--- src/rtl/otp_fe_pkg.sv ---
package otp_fe_pkg;

  // Byte offsets decoded on the register port
  localparam logic [7:0] OFF_CTRL = 8'h00;
  localparam logic [7:0] OFF_SET  = 8'h04;
  localparam logic [7:0] OFF_CLR  = 8'h08;
  localparam logic [7:0] OFF_DATA = 8'h20;

  // Bit positions inside the control word
  localparam int BUSY_BIT   = 8;
  localparam int ERR_BIT    = 9;
  localparam int RELOAD_BIT = 10;
  localparam int KEY_LSB    = 16;
  localparam int KEY_W      = 16;
  localparam int ADDR_MAX_W = 8;

  localparam logic [KEY_W-1:0] UNLOCK_KEY = 16'h3E77;

  // How the address and key fields react to the current bus write
  typedef enum logic [1:0] {
    FOP_HOLD  = 2'd0,
    FOP_LOAD  = 2'd1,
    FOP_SET   = 2'd2,
    FOP_CLEAR = 2'd3
  } fieldOp_e;

  // Strobes from control to datapath
  typedef struct packed {
    fieldOp_e fieldOp;
    logic     captureProg;  // latch address/data, consume key
    logic     consumeKey;   // refused request, consume key only
  } dpStrobe_t;

endpackage

--- src/rtl/otp_fe_ctrl.sv ---
module otp_fe_ctrl
  import otp_fe_pkg::*;
#(
  parameter int OFF_W  = 8,
  parameter int WORD_W = 32
) (
  input  logic              clk,
  input  logic              rstN,
  input  logic              busWr,
  input  logic [OFF_W-1:0]  busOffset,
  input  logic [WORD_W-1:0] busWdata,
  input  logic              keyMatch,
  input  logic              lockHit,
  input  logic              progDone,
  input  logic              reloadDone,
  output dpStrobe_t         strobe,
  output logic              busy,
  output logic              errFlag,
  output logic              reloadFlag,
  output logic              progStart,
  output logic              reloadStart
);

  logic isCtrl, isSet, isClr, isData;
  logic engaged;
  logic progReq, acceptProg, refuseProg;
  logic reloadReq, errClr;

  always_comb begin
    isCtrl = busWr && (busOffset == OFF_W'(OFF_CTRL));
    isSet  = busWr && (busOffset == OFF_W'(OFF_SET));
    isClr  = busWr && (busOffset == OFF_W'(OFF_CLR));
    isData = busWr && (busOffset == OFF_W'(OFF_DATA));

    // Any operation in flight blocks a new one
    engaged = busy || reloadFlag;

    progReq    = isData && !engaged && !errFlag && keyMatch;
    acceptProg = progReq && !lockHit;
    refuseProg = progReq && lockHit;

    reloadReq = (isCtrl || isSet) && busWdata[RELOAD_BIT] && !engaged && !errFlag;
    errClr    = isClr && busWdata[ERR_BIT];

    strobe.captureProg = acceptProg;
    strobe.consumeKey  = refuseProg;
    if (isCtrl)      strobe.fieldOp = FOP_LOAD;
    else if (isSet)  strobe.fieldOp = FOP_SET;
    else if (isClr)  strobe.fieldOp = FOP_CLEAR;
    else             strobe.fieldOp = FOP_HOLD;
  end

  always_ff @(posedge clk) begin
    if (!rstN) begin
      busy        <= 1'b0;
      errFlag     <= 1'b0;
      reloadFlag  <= 1'b0;
      progStart   <= 1'b0;
      reloadStart <= 1'b0;
    end else begin
      progStart   <= acceptProg;
      reloadStart <= reloadReq;

      if (acceptProg)    busy <= 1'b1;
      else if (progDone) busy <= 1'b0;

      if (refuseProg)  errFlag <= 1'b1;
      else if (errClr) errFlag <= 1'b0;

      if (reloadReq)       reloadFlag <= 1'b1;
      else if (reloadDone) reloadFlag <= 1'b0;
    end
  end

endmodule

--- src/rtl/otp_fe_datapath.sv ---
module otp_fe_datapath
  import otp_fe_pkg::*;
#(
  parameter int ADDR_W = 8,
  parameter int WORD_W = 32
) (
  input  logic              clk,
  input  logic              rstN,
  input  dpStrobe_t         strobe,
  input  logic [WORD_W-1:0] busWdata,
  output logic [ADDR_W-1:0] addrField,
  output logic [KEY_W-1:0]  keyField,
  output logic              keyMatch,
  output logic [ADDR_W-1:0] progAddr,
  output logic [WORD_W-1:0] progData
);

  logic [ADDR_W-1:0] wAddr;
  logic [KEY_W-1:0]  wKey;
  logic [ADDR_W-1:0] addrNext;
  logic [KEY_W-1:0]  keyNext;

  always_comb begin
    wAddr = busWdata[ADDR_W-1:0];
    wKey  = busWdata[KEY_LSB +: KEY_W];
    unique case (strobe.fieldOp)
      FOP_LOAD:  begin addrNext = wAddr;              keyNext = wKey;             end
      FOP_SET:   begin addrNext = addrField | wAddr;  keyNext = keyField | wKey;  end
      FOP_CLEAR: begin addrNext = addrField & ~wAddr; keyNext = keyField & ~wKey; end
      default:   begin addrNext = addrField;          keyNext = keyField;         end
    endcase
    // Key is single use: gone once a request has consumed it
    if (strobe.captureProg || strobe.consumeKey) keyNext = '0;
    keyMatch = (keyField == UNLOCK_KEY);
  end

  always_ff @(posedge clk) begin
    if (!rstN) begin
      addrField <= '0;
      keyField  <= '0;
      progAddr  <= '0;
      progData  <= '0;
    end else begin
      addrField <= addrNext;
      keyField  <= keyNext;
      if (strobe.captureProg) begin
        progAddr <= addrField;
        progData <= busWdata;
      end
    end
  end

endmodule

--- src/rtl/otp_cmd_frontend.sv ---
module otp_cmd_frontend
  import otp_fe_pkg::*;
#(
  parameter int ADDR_W = 8,
  parameter int OFF_W  = 8,
  parameter int WORD_W = 32,
  localparam int WORDS = 1 << ADDR_W
) (
  input  logic              clk,
  input  logic              rstN,
  input  logic              busWr,
  input  logic [OFF_W-1:0]  busOffset,
  input  logic [WORD_W-1:0] busWdata,
  output logic [WORD_W-1:0] ctrlView,
  input  logic [WORDS-1:0]  lockMap,
  output logic              progStart,
  output logic [ADDR_W-1:0] progAddr,
  output logic [WORD_W-1:0] progData,
  input  logic              progDone,
  output logic              reloadStart,
  input  logic              reloadDone
);

  // The address field must fit below the busy bit and the key above bit 15
  if (ADDR_W > ADDR_MAX_W || WORD_W < KEY_LSB + KEY_W) begin : g_badParam
    $error("otp_cmd_frontend: ADDR_W or WORD_W out of range");
  end

  dpStrobe_t         strobe;
  logic              busy, errFlag, reloadFlag;
  logic [ADDR_W-1:0] addrField;
  logic [KEY_W-1:0]  keyField;
  logic              keyMatch;
  logic              lockHit;

  assign lockHit = lockMap[addrField];

  otp_fe_ctrl #(
    .OFF_W (OFF_W),
    .WORD_W(WORD_W)
  ) u_ctrl (
    .clk        (clk),
    .rstN       (rstN),
    .busWr      (busWr),
    .busOffset  (busOffset),
    .busWdata   (busWdata),
    .keyMatch   (keyMatch),
    .lockHit    (lockHit),
    .progDone   (progDone),
    .reloadDone (reloadDone),
    .strobe     (strobe),
    .busy       (busy),
    .errFlag    (errFlag),
    .reloadFlag (reloadFlag),
    .progStart  (progStart),
    .reloadStart(reloadStart)
  );

  otp_fe_datapath #(
    .ADDR_W(ADDR_W),
    .WORD_W(WORD_W)
  ) u_dp (
    .clk      (clk),
    .rstN     (rstN),
    .strobe   (strobe),
    .busWdata (busWdata),
    .addrField(addrField),
    .keyField (keyField),
    .keyMatch (keyMatch),
    .progAddr (progAddr),
    .progData (progData)
  );

  always_comb begin
    ctrlView                      = '0;
    ctrlView[ADDR_W-1:0]          = addrField;
    ctrlView[BUSY_BIT]            = busy;
    ctrlView[ERR_BIT]             = errFlag;
    ctrlView[RELOAD_BIT]          = reloadFlag;
    ctrlView[KEY_LSB +: KEY_W]    = keyField;
  end

endmodule

--- config.mk ---
export PLATFORM = sky130hd
export DESIGN_NAME = otp_cmd_frontend
export DESIGN_NICKNAME = d
export VERILOG_FILES = /design/src/rtl/otp_fe_pkg.sv /design/src/rtl/otp_fe_ctrl.sv /design/src/rtl/otp_fe_datapath.sv /design/src/rtl/otp_cmd_frontend.sv
export SDC_FILE = /design/constraint.sdc
export NUM_CORES = 1
export LEC_CHECK = 0
export BUFFER_PORTS_ARGS = -buffer_cell sky130_fd_sc_hd__buf_2
export CORE_AREA = 2 2 144 146
export DETAILED_ROUTE_END_ITERATION = 8
export DIE_AREA = 0 0 146 148
export HOLD_SLACK_MARGIN = 0.03
export MAX_ROUTING_LAYER = met4
export PLACE_DENSITY_LB_ADDON = 0.1
export SYNTH_ARGS = -nofsm -noshare
export SYNTH_HDL_FRONTEND = slang
export SYNTH_SLANG_ARGS = --single-unit
export TNS_END_PERCENT = 10
--- constraint.sdc ---
create_clock -name clk -period 4.4 [get_ports clk]
set_clock_uncertainty 0.15 [all_clocks]
set_input_delay 0.88 -clock clk [delete_from_list [all_inputs] [get_ports clk]]
set_output_delay 0.88 -clock clk [all_outputs]
set_load 0.05 [all_outputs]
# After elaboration in Yosys (flattened, before gate mapping)
# Index checks and enable logic that the tools add are counted.
# op_classes
magnitude_cmp	1
eq_ne	7
mux	13
bitwise	7
n_reduce_logical	25
# ops
op	n
case mux 16 bit (3 select lines)	1
case mux 8 bit (3 select lines)	1
AND 16 bit	1
== test 16 x 14 -> 1 bit (second input constant)	1
NOT 16 bit	1
OR 16 bit	1
logical AND 1 bit	13
< comparator 8 x 9 -> 1 bit (second input constant)	1
AND 8 bit	1
binary-select mux 1 bit (select 8 bit)	1
== test 8 x 3 -> 1 bit (second input constant)	1
== test 8 x 4 -> 1 bit (second input constant)	1
== test 8 x 6 -> 1 bit (second input constant)	1
zero test 8 bit	1
NOT 8 bit	1
OR 8 bit	1
two-way mux 1 bit	7
two-way mux 2 bit	3
nonzero test 2 bit	3
== test 2 bit (second input constant)	2
zero test 1 bit	3
logical OR 1 bit	3
nonzero test 3 bit	1
== test 2 x 1 -> 1 bit (second input constant)	1
2 further kinds	2
# word_totals
register_bits	69
in_bits	301
output_inout_bits	74
word_cells	62

# Depth between registers and ports, before layout
# Gate-level depths: netlist of run 1.
# logic_depth
ltp_word	8
ltp_mapped	13
depth_no_buf	7

# Hierarchy
# From an unflattened synthesis of run 1, not the netlist that was laid out.
# unflattened
hier_cells	525
hier_area_um2	5203.7
# modules_own_cells
mod	instances	cells_each	area_per_inst_um2	seq_area_each_um2
otp_fe_datapath	1	262	2636.3	1281.2
otp_cmd_frontend	1	229	2285.9	0.0
otp_fe_ctrl	1	34	281.5	100.1

# Worst setup path before layout of run 1
# Ideal clock, no wire load.
# synth_timing
path_kind	flip-flop to flip-flop
from	register u_dp.addrField[2]
to	register u_dp.progData[22]
setup_ns	0.072
arrival_ns	2.939
required_ns	4.178
path_slack_ns	1.239
stages_incl_launch_ff	12
n_path_buf	4
synth_period_minus_slack_ns	3.161
cell_sequence	dfxtp_1 buf_6 buf_6 mux4_2 mux4_2 nand2_1 o2111ai_1 o41ai_4 o211a_1 buf_6 buf_6 mux2i_1
# synth_between
elab_chain_len	4
# synth_rtl
element	line_no	source
from (decl)	otp_fe_datapath.sv:11	output logic [ADDR_W-1:0] addrField,
from (signal assigned)	otp_fe_datapath.sv:44	addrField <= addrNext;
binary-select mux 1 bit (select 8 bit)	otp_cmd_frontend.sv:36	assign lockHit = lockMap[addrField];
two-way mux 1 bit (not written as such)	otp_cmd_frontend.sv:36	
zero test 1 bit	otp_fe_ctrl.sv:39	acceptProg = progReq && !lockHit;
logical AND 1 bit	otp_fe_ctrl.sv:39	
to (signal assigned)	otp_fe_datapath.sv:48	progData <= busWdata;
to (decl)	otp_fe_datapath.sv:15	output logic [WORD_W-1:0] progData
# Every way passes these cells. The select of a mux whose other input is x is not followed.
# A chain may end at the register's enable or synchronous reset.

# Worst setup path after layout of run 1
# layout_timing
from	register u_dp.addrField[4]
to	register u_dp.progData[18]
# Same word-level chain as after synthesis.

==> results of run 1 <==
## worst min-delay path: stages, from the launching register on
cell	delay (ns)
dfxtp_1	0.30
nand2_1	0.05
mux2i_1	0.05
## registers in the layout, indices dropped and copies added, names as in the netlist
register,count
u_dp.progData,32
u_dp.keyField,16
u_dp.addrField,8
u_dp.progAddr,8
u_ctrl.busy,1
u_ctrl.errFlag,1
u_ctrl.progStart,1
u_ctrl.reloadFlag,1
u_ctrl.reloadStart,1
## synthesized netlist by cell type, drive strengths merged, types with 2 or more instances
cell | n | area share [%]
a22oi | 13 | 1.9
mux4 | 58 | 25
and2 | 3 | 0.36
a311oi | 2 | 0.34
nand4 | 6 | 0.72
a21oi | 18 | 1.7
nand2 | 120 | 8.6
o22ai | 2 | 0.24
o211ai | 5 | 0.72
nor4 | 3 | 0.36
buf | 33 | 5.3
o21ai | 28 | 2.7
nor3 | 2 | 0.19
inv | 6 | 0.43
dfxtp | 69 | 26
a21boi | 8 | 1.2
nor2b | 33 | 4.0
nand3b | 2 | 0.29
clkbuf | 23 | 1.7
and3 | 2 | 0.24
nor2 | 8 | 0.58
nand3 | 7 | 0.67
mux2i | 66 | 13
## cell type report
type | instances | area, µm² | area share (%)
clock buffer | 13 | 260 | 3.44
tap | 270 | 338 | 4.46
inverter | 6 | 22.5 | 0.297
timing repair buffer | 386 | 2020 | 26.7
multi-input combinational | 410 | 3480 | 45.9
sequential | 69 | 1390 | 18.3
clock inverter | 3 | 67.6 | 0.892
## path summary, 6_finish.rpt
kind / endpoint / slack, ns / depth (start not counted)
min reg2reg: u_dp.progAddr[3]$_SDFFE_PN0P_ / 0.30 / 2
max: u_dp.progData[18]$_SDFFE_PN0P_ / 0.58 / 9
min: u_dp.progAddr[3]$_SDFFE_PN0P_ / 0.30 / 2
max reg2reg: u_dp.progData[18]$_SDFFE_PN0P_ / 0.58 / 9
## power groups by stage
stage / combinational (mW) / sequential, mW / clock [mW]
floorplan: 0.104 / 0.641 / 0
global placement: 0.263 / 0.640 / 0
detailed placement: 0.265 / 0.640 / 0
CTS: 0.267 / 0.626 / 0.820
global route: 0.288 / 0.626 / 0.845
finish: 0.264 / 0.626 / 0.800
## cells by family (layout without fill, tap and decap cells)
group                  after synthesis  in the layout  share of synthesized area, %
buffers and inverters               62            408                          7.41
other                                1              5                        0.0719
AND/OR/NAND/NOR                    193            193                          17.1
AO/OA/AOI/OAI                       87             87                          11.0
multiplexers                       125            125                          37.9
flip-flops                          69             69                          26.5
## metal layers
metal | global-route usage (%) | vias up | share of wire (%)
met1 | 24.7 | 2694 | 43
met5 | - | - | 0
met4 | 3.20 | 0 | 1.1
li1 | - | 2664 | -
met2 | 33.3 | 216 | 49
met3 | 4.35 | 18 | 6.2
## per-stage QoR
step                hold WS [ns]  cell area (µm²)  setup WS, ns  std cells
detailed placement         0.296             7250         0.548       1141
global route               0.318             7570         0.303       1157
finish                     0.304             7570         0.579       1157
floorplan                  0.336             5230          1.24        541
global placement           0.294             7250         0.592       1141
CTS                        0.306             7570         0.532       1157
==> flow_results.xml, run 1 <==
<?xml version="1.0" encoding="UTF-8"?>
<metrics>
  <group name="synth">
    <metric name="syn_avg_cell_area" unit="µm²">9.71</metric>
    <metric name="yosys_register_bits" unit="">69</metric>
    <metric name="syn-cell-area" unit="µm²">5220</metric>
    <metric name="yosysWarnings" unit="">0</metric>
    <metric name="ys_seq_area_share" unit="%">26.5</metric>
    <metric name="synth_cell_type_count" unit="">50</metric>
    <metric name="synth_async_sr_flop_share" unit="%">0</metric>
    <metric name="dominantRegCellSynth" unit="">dfxtp_1</metric>
    <metric name="syn-instance-count" unit="">537</metric>
    <metric name="synth-edff-count" unit="">0</metric>
  </group>
  <group name="drt">
    <metric name="routed_wirelength" unit="mm">21.9</metric>
    <metric name="drt_iter0_markers" unit="">232</metric>
    <metric name="iteration_count_of_the_initial_detailed_routing_pass" unit="">4</metric>
    <metric name="route.vias.total" unit="">5592</metric>
    <metric name="per_cell_via_count_in_the_routed_design" unit="">4.83</metric>
    <metric name="routed_length_per_instance" unit="µm">18.9</metric>
    <metric name="ant_nets" unit="">0</metric>
    <metric name="drcViolationCount" unit="">0</metric>
  </group>
  <group name="setup_path">
    <metric name="timing_worst_setup_path_type" unit="">flop to flop</metric>
    <metric name="cp_top_family" unit="">multiplexers</metric>
    <metric name="cp.buffers_inverters" unit="">2</metric>
    <metric name="cp-start-kind" unit="">flop</metric>
    <metric name="critical_path.endpoint_type" unit="">flop</metric>
    <metric name="critical_path_required" unit="ns">4.51</metric>
    <metric name="worstPathCellList" unit="">buf_4 -&gt; mux4_2 -&gt; mux4_2 -&gt; nand2_1 -&gt; o2111ai_1 -&gt; o41ai_4 -&gt; o211a_4 -&gt; buf_4 -&gt; mux2i_1</metric>
    <metric name="timing.critical_path.slowest_stage_cell" unit="">dfxtp_1</metric>
    <metric name="worstSetupStartpoint" unit="">u_dp.addrField[4]$_SDFFE_PN0P_</metric>
    <metric name="arrival" unit="ns">3.93</metric>
    <metric name="cp_max_fo" unit="">28</metric>
    <metric name="critical_path.reg2reg.startpoint" unit="">u_dp.addrField[4]$_SDFFE_PN0P_</metric>
    <metric name="cpPeakStageDelay" unit="ns">0.95</metric>
  </group>
  <group name="timing">
    <metric name="slew_viol_final" unit="">0</metric>
    <metric name="fin_crit" unit="ns">3.82</metric>
    <metric name="maximum_clock_frequency" unit="MHz">262</metric>
    <metric name="finalSetupTns" unit="ns">0</metric>
    <metric name="maxSlewHeadroom" unit="%">34.1</metric>
    <metric name="tightestPinTransition" unit="ns">0.987</metric>
    <metric name="timing.final.setup_violations" unit="">0</metric>
    <metric name="period_share" unit="%">86.9</metric>
    <metric name="grt_setup_unrepaired" unit="">no</metric>
    <metric name="hold_viol" unit="">0</metric>
  </group>
  <group name="flow_run">
    <metric name="cap_viol_max_count" unit="">0</metric>
  </group>
  <group name="power_and_ir_drop">
    <metric name="p_per_cell_area" unit="nW/µm²">223</metric>
    <metric name="internal_power" unit="mW">1.31</metric>
    <metric name="p_switching" unit="µW">384</metric>
    <metric name="vdd_ir_drop_max" unit="V">0.000158</metric>
    <metric name="clock_share_of_power" unit="%">47.3</metric>
    <metric name="post-layout-total-power" unit="mW">1.69</metric>
    <metric name="sw_share" unit="%">22.7</metric>
    <metric name="comb_power_share" unit="%">15.6</metric>
    <metric name="cellLeakagePower" unit="nW">3.26</metric>
    <metric name="power.share.sequential" unit="%">37.0</metric>
  </group>
  <group name="clock_tree">
    <metric name="cts_post_setup_buffers_inserted" unit="">0</metric>
    <metric name="clk_pin_slew_worst_paths" unit="ns">0.06</metric>
    <metric name="clock-root-buffer" unit="">clkbuf_16</metric>
    <metric name="cts_buffers" unit="">9</metric>
    <metric name="insertion_delay" unit="ns">0.33</metric>
    <metric name="h-tree-depth" unit="">3</metric>
    <metric name="post_cts_resize_count" unit="">0</metric>
    <metric name="cts_tree" unit="">done</metric>
    <metric name="clock_sinks" unit="">69</metric>
    <metric name="cts-root-to-sink-buffers" unit="">2</metric>
    <metric name="cts_hold_repair.buffers" unit="">0</metric>
  </group>
  <group name="grt">
    <metric name="grt_pass1_vias" unit="">5512</metric>
    <metric name="antenna_found_initial" unit="">0</metric>
    <metric name="grt_max_degree" unit="">49</metric>
    <metric name="grt_usage" unit="%">19.7</metric>
    <metric name="globalRoute.totalOverflow" unit="">0</metric>
    <metric name="grt_pass1_wl" unit="mm">32.1</metric>
  </group>
  <group name="run_status">
    <metric name="outcome" unit="">finished clean</metric>
  </group>
  <group name="cells_and_area">
    <metric name="antenna_cells" unit="">0</metric>
    <metric name="post_route_cells_drive_above_1_share" unit="%">52.6</metric>
    <metric name="final_core_utilization" unit="%">37.8</metric>
    <metric name="most-common-layout-cells" unit="">buf_2 (369), nand2_1 (120), dfxtp_1 (67)</metric>
    <metric name="syn_to_final_growth" unit="%">45.2</metric>
    <metric name="layout_commonest_cell" unit="">buf_2</metric>
    <metric name="finish.net_count" unit="">1183</metric>
    <metric name="fillers" unit="">2106</metric>
  </group>
  <group name="floorplanning">
    <metric name="io-pin-count" unit="">375</metric>
    <metric name="initial_core_util" unit="%">26.0</metric>
    <metric name="die_w" unit="µm">146</metric>
    <metric name="rows" unit="">52</metric>
    <metric name="die_area" unit="µm²">21600</metric>
    <metric name="die_h" unit="µm">148</metric>
    <metric name="core-area" unit="µm²">20000</metric>
  </group>
  <group name="placed_design">
    <metric name="io_buffers" unit="">369</metric>
    <metric name="dp_wirelength" unit="mm">17.8</metric>
    <metric name="final_wtd_congestion" unit="">0.785</metric>
  </group>
  <group name="worst_hold_path">
    <metric name="hp-class" unit="">flop to flop</metric>
    <metric name="worstHoldStart" unit="">u_dp.progAddr[3]$_SDFFE_PN0P_</metric>
  </group>
</metrics>
(Power assumes the default switching activity.)
==> run 2, diff against run 1 <==
--- a/config.mk
+++ b/config.mk
@@ -5,10 +5,10 @@
 export SDC_FILE = /design/constraint.sdc
 export NUM_CORES = 1
 export LEC_CHECK = 0
-export BUFFER_PORTS_ARGS = -buffer_cell sky130_fd_sc_hd__buf_2
-export CORE_AREA = 2 2 144 146
+export BUFFER_PORTS_ARGS = -buffer_cell sky130_fd_sc_hd__buf_4
+export CORE_AREA = 2 2 145 147
 export DETAILED_ROUTE_END_ITERATION = 8
-export DIE_AREA = 0 0 146 148
+export DIE_AREA = 0 0 147 149
 export HOLD_SLACK_MARGIN = 0.03
 export MAX_ROUTING_LAYER = met4
 export PLACE_DENSITY_LB_ADDON = 0.1
==> constraint.sdc (replaced) <==
create_clock -name clk -period 4 [get_ports clk]
set_clock_uncertainty 0.15 [all_clocks]
set_input_delay 0.8 -clock clk [delete_from_list [all_inputs] [get_ports clk]]
set_output_delay 0.8 -clock clk [all_outputs]
set_load 0.02 [all_outputs]
==> flow_results.xml, run 2 (synthesis results as in run 1) <==
<?xml version="1.0" encoding="UTF-8"?>
<metrics>
  <group name="worst_hold_path">
    <metric name="hold-path-cell-count" unit="">2</metric>
    <metric name="hp-class" unit="">flop to flop</metric>
  </group>
  <group name="grt">
    <metric name="antenna_found_initial" unit="">0</metric>
    <metric name="grt_pass1_wl" unit="mm">33.1</metric>
    <metric name="grt_pass1_vias" unit="">5501</metric>
    <metric name="grt_usage" unit="%">20.2</metric>
    <metric name="globalRoute.totalOverflow" unit="">0</metric>
    <metric name="grt_max_degree" unit="">54</metric>
  </group>
  <group name="timing">
    <metric name="slew_viol_final" unit="">0</metric>
    <metric name="maximum_clock_frequency" unit="MHz">292</metric>
    <metric name="tightestPinTransition" unit="ns">0.786</metric>
    <metric name="maxSlewHeadroom" unit="%">47.6</metric>
    <metric name="hold_viol" unit="">0</metric>
    <metric name="postLayoutSetupSlackWorst" unit="ns">0.580</metric>
    <metric name="finalSetupTns" unit="ns">0</metric>
    <metric name="period_share" unit="%">85.5</metric>
    <metric name="fin_crit" unit="ns">3.42</metric>
    <metric name="grt_setup_unrepaired" unit="">no</metric>
    <metric name="whs" unit="ns">0.307</metric>
    <metric name="timing.final.setup_violations" unit="">0</metric>
  </group>
  <group name="setup_path">
    <metric name="worstPathCellList" unit="">mux4_2 -&gt; mux4_2 -&gt; and2_1 -&gt; o41ai_4 -&gt; o211a_4 -&gt; buf_4 -&gt; mux2i_1</metric>
    <metric name="rr_worst_depth" unit="">7</metric>
    <metric name="cpPeakStageDelay" unit="ns">0.66</metric>
    <metric name="timing.critical_path.slowest_stage_cell" unit="">dfxtp_4</metric>
    <metric name="timing_worst_setup_path_type" unit="">flop to flop</metric>
    <metric name="cp_max_fo" unit="">28</metric>
    <metric name="arrival" unit="ns">3.52</metric>
    <metric name="critical_path_required" unit="ns">4.10</metric>
    <metric name="critical_path.endpoint_type" unit="">flop</metric>
    <metric name="cp-start-kind" unit="">flop</metric>
    <metric name="cell_seen_most_often_among_critical_path_stages" unit="">mux4_2</metric>
  </group>
  <group name="clock_tree">
    <metric name="cts_post_setup_buffers_inserted" unit="">0</metric>
    <metric name="post_cts_resize_count" unit="">0</metric>
    <metric name="clock_sinks" unit="">69</metric>
    <metric name="cts_buffers" unit="">9</metric>
    <metric name="clk_pin_slew_worst_paths" unit="ns">0.05</metric>
    <metric name="insertion_delay" unit="ns">0.33</metric>
    <metric name="clock-root-buffer" unit="">clkbuf_16</metric>
    <metric name="cts_hold_repair.buffers" unit="">0</metric>
    <metric name="cts-root-to-sink-buffers" unit="">2</metric>
    <metric name="h-tree-depth" unit="">3</metric>
    <metric name="cts_tree" unit="">done</metric>
  </group>
  <group name="drt">
    <metric name="per_cell_via_count_in_the_routed_design" unit="">4.76</metric>
    <metric name="routed_length_per_instance" unit="µm">19.5</metric>
    <metric name="iteration_count_of_the_initial_detailed_routing_pass" unit="">4</metric>
    <metric name="drt_iter0_markers" unit="">206</metric>
    <metric name="routed_wirelength" unit="mm">22.7</metric>
    <metric name="ant_nets" unit="">0</metric>
    <metric name="route.vias.total" unit="">5521</metric>
    <metric name="drcViolationCount" unit="">0</metric>
  </group>
  <group name="cells_and_area">
    <metric name="post_route_cells_drive_above_1_share" unit="%">52.8</metric>
    <metric name="most-common-layout-cells" unit="">buf_4 (383), nand2_1 (120), mux2i_1 (66)</metric>
    <metric name="largest_register_ffs" unit="">32</metric>
    <metric name="syn_to_final_growth" unit="%">61.9</metric>
    <metric name="antenna_cells" unit="">0</metric>
    <metric name="fillers" unit="">2105</metric>
    <metric name="layout_commonest_cell" unit="">buf_4</metric>
    <metric name="finish.net_count" unit="">1183</metric>
    <metric name="top_regs" unit="">u_dp.progData (32), u_dp.keyField (16)</metric>
    <metric name="largest-register" unit="">u_dp.progData</metric>
  </group>
  <group name="floorplanning">
    <metric name="initial_core_util" unit="%">25.4</metric>
    <metric name="io-pin-count" unit="">375</metric>
    <metric name="die_w" unit="µm">147</metric>
    <metric name="core-area" unit="µm²">20600</metric>
    <metric name="die_h" unit="µm">149</metric>
    <metric name="die_area" unit="µm²">21900</metric>
    <metric name="rows" unit="">53</metric>
  </group>
  <group name="placed_design">
    <metric name="dpl_ws" unit="ns">0.438</metric>
    <metric name="final_wtd_congestion" unit="">0.793</metric>
    <metric name="io_buffers" unit="">369</metric>
    <metric name="dp_wirelength" unit="mm">18.5</metric>
  </group>
  <group name="power_and_ir_drop">
    <metric name="cellLeakagePower" unit="nW">3.49</metric>
    <metric name="post-layout-total-power" unit="mW">1.80</metric>
    <metric name="vdd_ir_drop_max" unit="V">0.000189</metric>
    <metric name="p_per_cell_area" unit="nW/µm²">214</metric>
  </group>
  <group name="flow_run">
    <metric name="cap_viol_max_count" unit="">0</metric>
  </group>
  <group name="run_status">
    <metric name="outcome" unit="">finished clean</metric>
  </group>
</metrics>
-- run 2: cell types whose count changed in the layout (fill, tap and decap cells not counted) --
cell | before | now
buf_4 | 13 | 383
clkinv_2 | 0 | 1
buf_12 | 4 | 3
bufinv_16 | 2 | 0
clkbuf_8 | 2 | 3
buf_2 | 369 | 0
clkinvlp_4 | 1 | 0
dfxtp_1 | 67 | 65
dfxtp_2 | 1 | 3
-- run 2: through the flow --
stage / area, µm² / util (%) / std cells
floorplan: 5230 / - / 541
global placement: 8170 / 39.7 / 1146
detailed placement: 8170 / 39.7 / 1146
CTS: 8450 / 41.1 / 1161
global route: 8450 / 41.1 / 1161
finish: 8450 / 41.1 / 1161
-- run 2: worst paths after layout --
path / from / end / slack (ns)
hold reg to reg: u_dp.progData[6]$_SDFFE_PN0P_ / u_dp.progData[6]$_SDFFE_PN0P_ / 0.31
setup reg to reg: u_dp.addrField[2]$_SDFFE_PN0P_ / u_dp.progData[2]$_SDFFE_PN0P_ / 0.58
hold / removal: u_dp.progData[6]$_SDFFE_PN0P_ / u_dp.progData[6]$_SDFFE_PN0P_ / 0.31
setup / recovery: u_dp.addrField[2]$_SDFFE_PN0P_ / u_dp.progData[2]$_SDFFE_PN0P_ / 0.58
-- run 2: where the power goes --
part / total (mW) / internal, mW / switching, mW
combinational: 0.363 / 0.249 / 0.114
clock: 0.752 / 0.467 / 0.286
sequential: 0.689 / 0.687 / 0.00148
total: 1.80 / 1.40 / 0.401
-- run 2: critical path, delay by kind of cell, from the launching register on --
family	cells	cell delay (ns)
multiplexers	3	1.30
AO/OA/AOI/OAI	2	0.74
flip-flops	1	0.66
buffers and inverters	1	0.29
AND/OR/NAND/NOR	1	0.20
-- run 2: area by class of cell --
type,instances,area (µm²),share of cell area [%]
Tap cell,275,344,4.07
Sequential cell,69,1390,16.4
Inverter,6,22.5,0.267
Clock buffer,14,274,3.24
Clock inverter,1,5.00,0.0593
Multi-Input combinational cell,410,3480,41.2
Timing Repair Buffer,386,2940,34.8
-- run 2: metal layers --
layer | vias up | track usage (%) | share of wire [%]
li1 | 2664 | - | -
met1 | 2623 | 25.8 | 43
met2 | 225 | 33.8 | 49
met3 | 9 | 5.72 | 7.2
met4 | 0 | 1.35 | 0.44
met5 | - | - | 0
==> run 3, diff against run 2 <==
--- a/config.mk
+++ b/config.mk
@@ -12,6 +12,7 @@
 export HOLD_SLACK_MARGIN = 0.03
 export MAX_ROUTING_LAYER = met4
 export PLACE_DENSITY_LB_ADDON = 0.1
+export REMOVE_ABC_BUFFERS = 1
 export SYNTH_ARGS = -nofsm -noshare
 export SYNTH_HDL_FRONTEND = slang
 export SYNTH_SLANG_ARGS = --single-unit
==> flow_results.xml, run 3 (synthesis results as in run 1) <==
<?xml version="1.0" encoding="UTF-8"?>
<metrics>
  <group name="run_status">
    <metric name="outcome" unit="">finished clean</metric>
  </group>
  <group name="placed_design">
    <metric name="dp_wirelength" unit="mm">18.2</metric>
    <metric name="final_wtd_congestion" unit="">0.805</metric>
    <metric name="placed_cells_incl_taps" unit="">1149</metric>
    <metric name="dpl_ws" unit="ns">0.465</metric>
    <metric name="io_buffers" unit="">369</metric>
  </group>
  <group name="floorplanning">
    <metric name="die_area" unit="µm²">21900</metric>
    <metric name="rows" unit="">53</metric>
    <metric name="core-area" unit="µm²">20600</metric>
    <metric name="io-pin-count" unit="">375</metric>
    <metric name="initial_core_util" unit="%">25.4</metric>
    <metric name="die_h" unit="µm">149</metric>
    <metric name="die_w" unit="µm">147</metric>
  </group>
  <group name="setup_path">
    <metric name="r2r_slack" unit="ns">0.67</metric>
    <metric name="cp_max_fo" unit="">20</metric>
    <metric name="cpPeakStageDelay" unit="ns">0.59</metric>
    <metric name="cp-start-kind" unit="">flop</metric>
    <metric name="critical_path.endpoint_type" unit="">flop</metric>
    <metric name="worstPathCellList" unit="">buf_4 -&gt; mux4_2 -&gt; a22oi_1 -&gt; a21oi_1 -&gt; a2111o_1 -&gt; o211ai_1 -&gt; o211a_4 -&gt; buf_12 -&gt; mux2i_1</metric>
    <metric name="critical_path_required" unit="ns">4.10</metric>
    <metric name="rr_worst_depth" unit="">9</metric>
    <metric name="timing_worst_setup_path_type" unit="">flop to flop</metric>
    <metric name="arrival" unit="ns">3.43</metric>
    <metric name="timing.critical_path.slowest_stage_cell" unit="">dfxtp_4</metric>
    <metric name="r2r_end" unit="">u_dp.progData[27]$_SDFFE_PN0P_</metric>
    <metric name="critical_path.reg2reg.startpoint" unit="">u_dp.addrField[2]$_SDFFE_PN0P_</metric>
  </group>
  <group name="drt">
    <metric name="iteration_count_of_the_initial_detailed_routing_pass" unit="">4</metric>
    <metric name="route.met2.wl" unit="mm">11.1</metric>
    <metric name="routed_length_per_instance" unit="µm">19.5</metric>
    <metric name="met1_length" unit="mm">9.52</metric>
    <metric name="route.vias.total" unit="">5510</metric>
    <metric name="top_layer" unit="">met4</metric>
    <metric name="routed_wirelength" unit="mm">22.7</metric>
    <metric name="ant_nets" unit="">0</metric>
    <metric name="dr_wl_met3" unit="mm">1.68</metric>
    <metric name="drcViolationCount" unit="">0</metric>
    <metric name="drt_iter0_markers" unit="">182</metric>
    <metric name="per_cell_via_count_in_the_routed_design" unit="">4.73</metric>
  </group>
  <group name="cells_and_area">
    <metric name="largest-register" unit="">u_dp.progData</metric>
    <metric name="fillers" unit="">2112</metric>
    <metric name="post_layout_nonfiller_instances" unit="">1165</metric>
    <metric name="syn_to_final_growth" unit="%">63.6</metric>
    <metric name="multiInputGateArea" unit="µm²">3480</metric>
    <metric name="post_route_cells_drive_above_1_share" unit="%">53.0</metric>
    <metric name="layout_commonest_cell" unit="">buf_4</metric>
    <metric name="antenna_cells" unit="">0</metric>
    <metric name="layout.area.seq" unit="µm²">1390</metric>
    <metric name="finish.net_count" unit="">1186</metric>
    <metric name="largest_register_ffs" unit="">32</metric>
    <metric name="most-common-layout-cells" unit="">buf_4 (386), nand2_1 (120), mux2i_1 (66), dfxtp_1 (66), mux4_2 (58)</metric>
    <metric name="top_regs" unit="">u_dp.progData (32), u_dp.keyField (16)</metric>
  </group>
  <group name="clock_tree">
    <metric name="cts-root-to-sink-buffers" unit="">2</metric>
    <metric name="clk_pin_slew_worst_paths" unit="ns">0.06</metric>
    <metric name="cts_hold_repair.buffers" unit="">0</metric>
    <metric name="cts_tree" unit="">done</metric>
    <metric name="cts_buffers" unit="">9</metric>
    <metric name="h-tree-depth" unit="">3</metric>
    <metric name="post_cts_resize_count" unit="">0</metric>
    <metric name="clock-root-buffer" unit="">clkbuf_16</metric>
    <metric name="clock_sinks" unit="">69</metric>
    <metric name="insertion_delay" unit="ns">0.33</metric>
    <metric name="cts_post_setup_buffers_inserted" unit="">0</metric>
  </group>
  <group name="timing">
    <metric name="period_share" unit="%">83.2</metric>
    <metric name="whs" unit="ns">0.305</metric>
    <metric name="slew_viol_final" unit="">0</metric>
    <metric name="maxSlewHeadroom" unit="%">54.7</metric>
    <metric name="finalSetupTns" unit="ns">0</metric>
    <metric name="fin_crit" unit="ns">3.33</metric>
    <metric name="tightestPinTransition" unit="ns">0.678</metric>
    <metric name="grt_setup_unrepaired" unit="">no</metric>
    <metric name="hold_viol" unit="">0</metric>
    <metric name="maximum_clock_frequency" unit="MHz">300</metric>
    <metric name="postLayoutSetupSlackWorst" unit="ns">0.672</metric>
    <metric name="timing.final.setup_violations" unit="">0</metric>
  </group>
  <group name="worst_hold_path">
    <metric name="hold_end" unit="">u_dp.progData[1]$_SDFFE_PN0P_</metric>
    <metric name="hp-class" unit="">flop to flop</metric>
    <metric name="worstHoldStart" unit="">u_dp.progData[1]$_SDFFE_PN0P_</metric>
    <metric name="hold-path-cell-count" unit="">2</metric>
  </group>
  <group name="grt">
    <metric name="grt_max_degree" unit="">51</metric>
    <metric name="globalRoute.totalOverflow" unit="">0</metric>
    <metric name="grt_usage" unit="%">20.3</metric>
    <metric name="antenna_found_initial" unit="">0</metric>
    <metric name="grt_pass1_wl" unit="mm">33.3</metric>
    <metric name="grt_pass1_vias" unit="">5576</metric>
  </group>
  <group name="flow_run">
    <metric name="cap_viol_max_count" unit="">0</metric>
  </group>
  <group name="power_and_ir_drop">
    <metric name="post-layout-total-power" unit="mW">1.95</metric>
    <metric name="cellLeakagePower" unit="nW">3.53</metric>
    <metric name="vdd_ir_drop_max" unit="V">0.000176</metric>
    <metric name="p_per_cell_area" unit="nW/µm²">229</metric>
  </group>
</metrics>
-- run 3: metal layers --
metal  GRT usage (%)  up-vias
met5               -        -
met4            4.90        0
met3            4.65       24
met2            33.8      210
met1            25.2     2611
li1                -     2665
-- run 3: worst max-delay path by stage --
stage	from	depth (start not counted)	to	slack, ns
global route	u_dp.addrField[2]$_SDFFE_PN0P_	9	u_dp.progData[5]$_SDFFE_PN0P_	0.40
CTS	u_dp.addrField[2]$_SDFFE_PN0P_	9	u_dp.progData[15]$_SDFFE_PN0P_	0.58
detailed placement	lockMap[212]	8	u_dp.progData[26]$_SDFFE_PN0P_	0.47
global placement	lockMap[213]	8	u_dp.progData[13]$_SDFFE_PN0P_	0.51
floorplan	u_dp.addrField[2]$_SDFFE_PN0P_	6	u_dp.progAddr[0]$_SDFFE_PN0P_	-1.69
finish	u_dp.addrField[2]$_SDFFE_PN0P_	9	u_dp.progData[27]$_SDFFE_PN0P_	0.67
-- run 3: power by group --
part,internal (mW),switching (mW),total [mW]
clock network,0.603,0.301,0.904
registers,0.687,0.000989,0.688
logic,0.248,0.112,0.360
total,1.54,0.414,1.95
-- run 3: through the flow --
step	area, µm²	util, %
2_1_floorplan	4870	-
3_3_place_gp	8190	39.8
3_5_place_dp	8190	39.8
4_1_cts	8530	41.5
5_1_grt	8530	41.5
6_report	8530	41.5
-- run 3: layout make-up --
cell class                 count  share of cell area, %
multi-input combinational    410                   40.7
timing repair buffer         389                   34.7
sequential                    69                   16.3
tap                          275                   4.03
clock buffer                  12                   3.14
clock inverter                 4                  0.895
inverter                       6                  0.264
-- run 3: critical path: cells and delay by family (launching register included) --
kind	cells	cell delay [ns]
AO/OA/AOI/OAI	5	1.33
multiplexers	2	0.71
flip-flops	1	0.59
buffers and inverters	2	0.45
